File: config.mk
export PLATFORM = sky130hd
export DESIGN_NAME = dual_interval_timer
export DESIGN_NICKNAME = d
export VERILOG_FILES = /design/src/rtl/dit_pkg.sv /design/src/rtl/dit_decode.sv /design/src/rtl/dit_channel.sv /design/src/rtl/dit_rdmux.sv /design/src/rtl/dual_interval_timer.sv
export SDC_FILE = /design/constraint.sdc
export NUM_CORES = 1
export LEC_CHECK = 0
export BUFFER_PORTS_ARGS = -buffer_cell sky130_fd_sc_hd__buf_2
export CELL_PAD_IN_SITES_DETAIL_PLACEMENT = 1
export CELL_PAD_IN_SITES_GLOBAL_PLACEMENT = 2
export CORE_MARGIN = 2
export CORE_UTILIZATION = 31
export CTS_BUF_LIST = sky130_fd_sc_hd__clkbuf_8
export CTS_CLUSTER_SIZE = 25
export DETAILED_ROUTE_END_ITERATION = 10
export PLACE_DENSITY = 0.73
export SLEW_MARGIN = 30
export SYNTH_ARGS = -nofsm -noshare
export SYNTH_HDL_FRONTEND = slang
export SYNTH_SLANG_ARGS = --single-unit
export TNS_END_PERCENT = 30
File: constraint.sdc
create_clock -name clk -period 3.9 [get_ports clk]
set_clock_uncertainty 0.05 [all_clocks]
set_input_delay 0.78 -clock clk [delete_from_list [all_inputs] [get_ports clk]]
set_output_delay 0.78 -clock clk [all_outputs]
set_load 0.02 [all_outputs]
File: src/rtl/dit_pkg.sv
package dit_pkg;
    localparam int DATA_W = 32;
    localparam int CTL_W  = 11;
    localparam int STS_BIT = 8;
    // Bits stored from a write (status is write-1-to-clear, handled apart)
    localparam logic [CTL_W-1:0] CTL_WR_MASK = 11'h6FF;

    typedef struct packed {
        logic all_en;   // 10 stored only
        logic pwm_en;   // 9  stored only
        logic sts;      // 8  interrupt status
        logic run;      // 7
        logic ien;      // 6
        logic ld;       // 5
        logic arel;     // 4
        logic cap_en;   // 3  stored only
        logic gen_en;   // 2  stored only
        logic dn;       // 1
        logic mode;     // 0  stored only
    } ctl_t;

    typedef enum logic [1:0] {
        SEL_CTL  = 2'd0,
        SEL_LD   = 2'd1,
        SEL_CNT  = 2'd2,
        SEL_NONE = 2'd3
    } reg_sel_t;

    typedef struct packed {
        ctl_t              ctl;
        logic [DATA_W-1:0] reload;
        logic [DATA_W-1:0] count;
    } chan_state_t;
endpackage

File: src/rtl/dit_decode.sv
module dit_decode #(
    parameter int NUM_CH = 2,
    parameter int ADDR_W = 5,
    localparam int CH_W  = ADDR_W - 4
) (
    input  logic [ADDR_W-1:0] addr_i,
    input  logic              we_i,
    output logic [NUM_CH-1:0] wr_ctl_o,
    output logic [NUM_CH-1:0] wr_ld_o,
    output logic [CH_W-1:0]   sel_ch_o,
    output dit_pkg::reg_sel_t sel_reg_o
);
    import dit_pkg::*;

    logic [CH_W-1:0] ch;
    logic [1:0]      word;
    logic            hit;

    always_comb begin
        ch   = addr_i[ADDR_W-1:4];
        word = addr_i[3:2];
        hit  = (addr_i[1:0] == 2'b00) && (int'(ch) < NUM_CH) && (word != 2'd3);
        sel_ch_o  = ch;
        sel_reg_o = hit ? reg_sel_t'(word) : SEL_NONE;
    end

    for (genvar g = 0; g < NUM_CH; g++) begin : g_strobe
        assign wr_ctl_o[g] = we_i && hit && (ch == CH_W'(g)) && (word == 2'd0);
        assign wr_ld_o[g]  = we_i && hit && (ch == CH_W'(g)) && (word == 2'd1);
    end
endmodule

File: src/rtl/dit_channel.sv
module dit_channel
    import dit_pkg::*;
(
    input  logic              clk,
    input  logic              rst_n,
    input  logic              wr_ctl_i,
    input  logic              wr_ld_i,
    input  logic [DATA_W-1:0] wdata_i,
    output logic [CTL_W-1:0]  ctl_o,
    output logic [DATA_W-1:0] reload_o,
    output logic [DATA_W-1:0] count_o,
    output logic              irq_o
);
    chan_state_t       st_d, st_q;
    logic [DATA_W-1:0] term;
    logic              tc_hit;

    always_comb begin
        st_d   = st_q;
        tc_hit = 1'b0;
        term   = st_q.ctl.dn ? '0 : '1;

        if (st_q.ctl.ld) begin
            st_d.count = st_q.reload;
        end else if (st_q.ctl.run) begin
            if (st_q.count == term) begin
                tc_hit = 1'b1;
                if (st_q.ctl.arel) st_d.count   = st_q.reload;
                else               st_d.ctl.run = 1'b0;
            end else if (st_q.ctl.dn) begin
                st_d.count = st_q.count - 1'b1;
            end else begin
                st_d.count = st_q.count + 1'b1;
            end
        end

        if (wr_ctl_i) begin
            st_d.ctl     = ctl_t'(wdata_i[CTL_W-1:0] & CTL_WR_MASK);
            st_d.ctl.sts = st_q.ctl.sts & ~wdata_i[STS_BIT];
        end
        st_d.ctl.sts = st_d.ctl.sts | tc_hit;

        if (wr_ld_i) st_d.reload = wdata_i;
    end

    always_ff @(posedge clk) begin
        if (!rst_n) st_q <= '0;
        else        st_q <= st_d;
    end

    assign ctl_o    = st_q.ctl;
    assign reload_o = st_q.reload;
    assign count_o  = st_q.count;
    assign irq_o    = st_q.ctl.sts & st_q.ctl.ien;

    // load bit copies the reload word on the next clock
    assert_load_copy_R4: assert property (@(posedge clk) disable iff (!rst_n)
        st_q.ctl.ld |=> (st_q.count == $past(st_q.reload)));

    // up count step
    assert_up_step_R5: assert property (@(posedge clk) disable iff (!rst_n)
        (st_q.ctl.run && !st_q.ctl.ld && !st_q.ctl.dn && st_q.count != '1)
        |=> (st_q.count == $past(st_q.count) + 1'b1));

    // down count step
    assert_down_step_R6: assert property (@(posedge clk) disable iff (!rst_n)
        (st_q.ctl.run && !st_q.ctl.ld && st_q.ctl.dn && st_q.count != '0)
        |=> (st_q.count == $past(st_q.count) - 1'b1));

    // reload and flag at terminal count
    assert_reload_R7: assert property (@(posedge clk) disable iff (!rst_n)
        (st_q.ctl.run && !st_q.ctl.ld && st_q.ctl.arel &&
         st_q.count == (st_q.ctl.dn ? '0 : '1))
        |=> (st_q.count == $past(st_q.reload) && st_q.ctl.sts));

    // one-shot stop at terminal count
    assert_stop_R8: assert property (@(posedge clk) disable iff (!rst_n)
        (st_q.ctl.run && !st_q.ctl.ld && !st_q.ctl.arel && !wr_ctl_i &&
         st_q.count == (st_q.ctl.dn ? '0 : '1))
        |=> (!st_q.ctl.run && st_q.ctl.sts && $stable(st_q.count)));

    // status only falls through a write of 1 to its bit
    assert_sts_clear_R9: assert property (@(posedge clk) disable iff (!rst_n)
        $fell(st_q.ctl.sts) |-> $past(wr_ctl_i && wdata_i[STS_BIT]));
endmodule

File: src/rtl/dit_rdmux.sv
module dit_rdmux
    import dit_pkg::*;
#(
    parameter int NUM_CH = 2,
    parameter int CH_W   = 1
) (
    input  logic [NUM_CH-1:0][CTL_W-1:0]  ctl_i,
    input  logic [NUM_CH-1:0][DATA_W-1:0] reload_i,
    input  logic [NUM_CH-1:0][DATA_W-1:0] count_i,
    input  logic [CH_W-1:0]               sel_ch_i,
    input  reg_sel_t                      sel_reg_i,
    output logic [DATA_W-1:0]             rdata_o
);
    always_comb begin
        rdata_o = '0;
        case (sel_reg_i)
            SEL_CTL: rdata_o = {{(DATA_W-CTL_W){1'b0}}, ctl_i[sel_ch_i]};
            SEL_LD:  rdata_o = reload_i[sel_ch_i];
            SEL_CNT: rdata_o = count_i[sel_ch_i];
            default: rdata_o = '0;
        endcase
    end
endmodule

File: src/rtl/dual_interval_timer.sv
module dual_interval_timer
    import dit_pkg::*;
#(
    parameter int NUM_CH = 2,
    parameter int ADDR_W = 5,
    localparam int CH_W  = ADDR_W - 4
) (
    input  logic              clk,
    input  logic              rst_n,
    input  logic [ADDR_W-1:0] bus_addr,
    input  logic              bus_we,
    input  logic [DATA_W-1:0] bus_wdata,
    output logic [DATA_W-1:0] bus_rdata,
    output logic              irq
);
    logic [NUM_CH-1:0]              wr_ctl, wr_ld, ch_irq;
    logic [CH_W-1:0]                sel_ch;
    reg_sel_t                       sel_reg;
    logic [NUM_CH-1:0][CTL_W-1:0]   ctl_all;
    logic [NUM_CH-1:0][DATA_W-1:0]  reload_all, count_all;

    dit_decode #(.NUM_CH(NUM_CH), .ADDR_W(ADDR_W)) u_decode (
        .addr_i   (bus_addr),
        .we_i     (bus_we),
        .wr_ctl_o (wr_ctl),
        .wr_ld_o  (wr_ld),
        .sel_ch_o (sel_ch),
        .sel_reg_o(sel_reg)
    );

    for (genvar g = 0; g < NUM_CH; g++) begin : g_ch
        dit_channel u_ch (
            .clk      (clk),
            .rst_n    (rst_n),
            .wr_ctl_i (wr_ctl[g]),
            .wr_ld_i  (wr_ld[g]),
            .wdata_i  (bus_wdata),
            .ctl_o    (ctl_all[g]),
            .reload_o (reload_all[g]),
            .count_o  (count_all[g]),
            .irq_o    (ch_irq[g])
        );
    end

    dit_rdmux #(.NUM_CH(NUM_CH), .CH_W(CH_W)) u_rdmux (
        .ctl_i    (ctl_all),
        .reload_i (reload_all),
        .count_i  (count_all),
        .sel_ch_i (sel_ch),
        .sel_reg_i(sel_reg),
        .rdata_o  (bus_rdata)
    );

    assign irq = |ch_irq;

    // at most one register strobe per write
    assert_one_strobe_R2: assert property (@(posedge clk) disable iff (!rst_n)
        $onehot0({wr_ctl, wr_ld}));

    // unused control bits read as zero
    assert_ctl_upper_zero_R3: assert property (@(posedge clk) disable iff (!rst_n)
        (sel_reg == SEL_CTL) |-> (bus_rdata[DATA_W-1:CTL_W] == '0));

    // level interrupt holds until a write
    assert_irq_level_R10: assert property (@(posedge clk) disable iff (!rst_n)
        (irq && !bus_we) |=> irq);
endmodule

==> impl_metrics.toml <==
[route]
firstDrtPassIters = 6
drt_wl_total_microns = 38300
drc = 0
wire_per_inst_microns = 20.7
vias_per_cell = 5.58
vias = 10300
drt-initial-drc-count = 700
antenna_left = 0

[grt]
top_usage_layer = "met2"
groute.layer.met2.usage = 0.377
grtUsageTotal = 0.218
gr-total-overflow = 0
grt_pass1_wl_microns = 60500
met1_usage = 0.290
grtUsageMet3 = 0.0370
antenna_found_initial = 1
grt_max_degree = 62
grt_pass1_vias = 10400

[critical_path]
setup.worst_path.class = "flip-flop to flip-flop"
start_kind = "flip-flop"
cp_data_arrival_time_ns = 3.82
crit_fanout = 43
worstPathRequired_ns = 4.22
cp-end-kind = "flip-flop"

[die]
ios = 73
die_y_microns = 187
initial_core_util = 0.312
core_area_sq_um = 33300
num_rows = 67
fp.dieArea_sq_um = 35000
die_x_microns = 187

[run_status]
outcome = "completed"

[placed_design]
dp_hpwl_microns = 28900
io_buffers = 72
preCtsSetupSlack_ns = 0.196
place_congestion = 0.845

[clock_tree]
clk_pin_slew_ns = 0.09
cts.sinks = 150
h-tree-depth = 4
cts_buffer_depth = 2
cts_buffers = 17
cts_root_buf = "clkbuf_8"
clock_latency_ns = 0.46
postCtsSetupBuffers = 0
cts_tree = "built"
postCtsHoldBufs = 0

[synthesis]
ys_seq_area_frac = 0.289
ys_ff_latch = 150
yosysUniqueCellTypes = 77
syn-mean-instance-area_sq_um = 7.55
synth_area_sq_um = 10400
synth_cells = 1375
async_flop_share = 0
ys.flop_type = "dfxtp_1"
syn_nets = 1477
synth_edf_count = 0
ys_warn_count = 0

[sta]
setup_tns_ns = 0
rsz0062_at_grt = "false"
max_freq_mhz = 286
slew_viol_final = 0
relSlewSlack = 0.489
min_period_ns = 3.50
finalCritPeriodShare = 0.897
worst_pin_slew_ns = 0.763
finalSetupViolCount = 0
finalHoldViolations = 0
fin_ws_ns = 0.402

[finish]
drive_above_1_share = 0.108
areaGrowthSynthToFinish_pct = 10.6
fill_cells = 4140
fin_nets = 1495
final_cell_mix = "nand2_1 (284), a21oi_1 (179), dfxtp_1 (149)"
final_core_util = 0.345
antenna_cells = 0
layout_commonest_cell = "nand2_1"

[power]
p_per_area_nw_per_um2 = 260
leakagePower_nw = 4.57
irDropWorstVdd_uv = 191

[hold_path]
holdCritPathClass = "flip-flop to flip-flop"

[job]
drv_cap = 0
[state kept, by name, summed over array words and instances (netlist names)]
register,count
g_ch.u_ch.ctl_o,22
g_ch.u_ch.count_o,64
g_ch.u_ch.reload_o,64
[synthesized netlist by cell type (17+ instances only)]
cell type    n  area share
nand2_1    284        0.10
a21oi_1    180       0.087
dfxtp_1    150        0.29
nor2_1      86       0.031
clkbuf_1    62       0.022
mux2i_1     62       0.060
ha_1        60       0.072
a21o_1      39       0.028
o21ai_0     37       0.018
xnor2_1     31       0.026
a222oi_1    22       0.021
nand4_1     22       0.013
nor3_1      22       0.011
o22ai_1     22       0.013
o21ai_1     21       0.010
a211oi_1    20       0.014
a311oi_1    19       0.016
xor2_1      19       0.016
buf_2       18      0.0087
nand3_1     18      0.0087
a31oi_1     17       0.010
[power by group]
group	switching, W	internal, W
registers	0.0000223	0.00155
clock network	0.000613	0.000568
logic	0.000155	0.0000793
[metrics by stage]
stage / hold slack, ns / instance area (sq um) / total power, W / std cells
2_1_floorplan: 0.386 / 10400 / 0.00174 / 1375
3_3_place_gp: 0.392 / 11100 / 0.00184 / 1822
3_5_place_dp: 0.399 / 11100 / 0.00184 / 1822
4_1_cts: 0.411 / 11500 / 0.00302 / 1851
5_1_grt: 0.425 / 11500 / 0.00312 / 1851
6_report: 0.411 / 11500 / 0.00298 / 1851
[critical path: stages, from the launching register on]
cell and delay, ns:
dfxtp_1 0.33, buf_12 0.19, ha_1 0.48, nand2_1 0.14, nor4_1 0.60, nand4_1 0.16, buf_4 0.19, or2_1 0.24
a21oi_2 0.50, or3_1 0.19, o21ai_0 0.07, a311oi_1 0.26
[logic make-up (layout without fill, tap and decap cells)]
kind of cell | after synthesis | in the layout | share of synthesized area
muxes | 62 | 62 | 0.0598
and+or+nand+nor | 490 | 490 | 0.204
buffers and inverters | 114 | 142 | 0.0496
adders and majority gates | 62 | 62 | 0.0761
DFF | 150 | 150 | 0.289
xor gates and xnor gates | 50 | 50 | 0.0422
AOI/OAI and AO/OA | 447 | 447 | 0.279
[per-layer routing]
metal,part of all wire,vias up
met2,0.49,186
met3,0.036,18
met1,0.47,5076
met4,0.0074,2
li1,-,5043
met5,0.00029,-
[path summary, 6_finish.rpt]
| kind | endpoint | startpoint | cells after the start | slack, ns |
|---|---|---|---|---|
| max reg2reg | g_ch[0].u_ch.count_o[27]$_SDFFE_PN0P_ | g_ch[0].u_ch.ctl_o[1]$_SDFFE_PN0P_ | 11 | 0.40 |
| min reg2reg | g_ch[1].u_ch.ctl_o[10]$_SDFFE_PN0P_ | g_ch[1].u_ch.ctl_o[10]$_SDFFE_PN0P_ | 2 | 0.41 |
| min | g_ch[1].u_ch.ctl_o[10]$_SDFFE_PN0P_ | g_ch[1].u_ch.ctl_o[10]$_SDFFE_PN0P_ | 2 | 0.41 |
| max | g_ch[0].u_ch.count_o[27]$_SDFFE_PN0P_ | g_ch[0].u_ch.ctl_o[1]$_SDFFE_PN0P_ | 11 | 0.40 |
[what timing repair did]
item / in CTS / in global routing
setup endpoints to repair: 0 / 2
hold endpoints to repair: 0 / 0
resized for setup: 0 / 2
[layout make-up]
type	instances	area [sq um]	share of cell area
clock buffers	18	248	0.0216
clock inverters	11	113	0.00980
repair buffers	103	633	0.0551
inverters	10	40.0	0.00348
flip-flops and latches	150	3010	0.262
multi-input cells	1111	6890	0.600
well taps	448	561	0.0488
No activity file was read; power rests on OpenSTA's default activity.
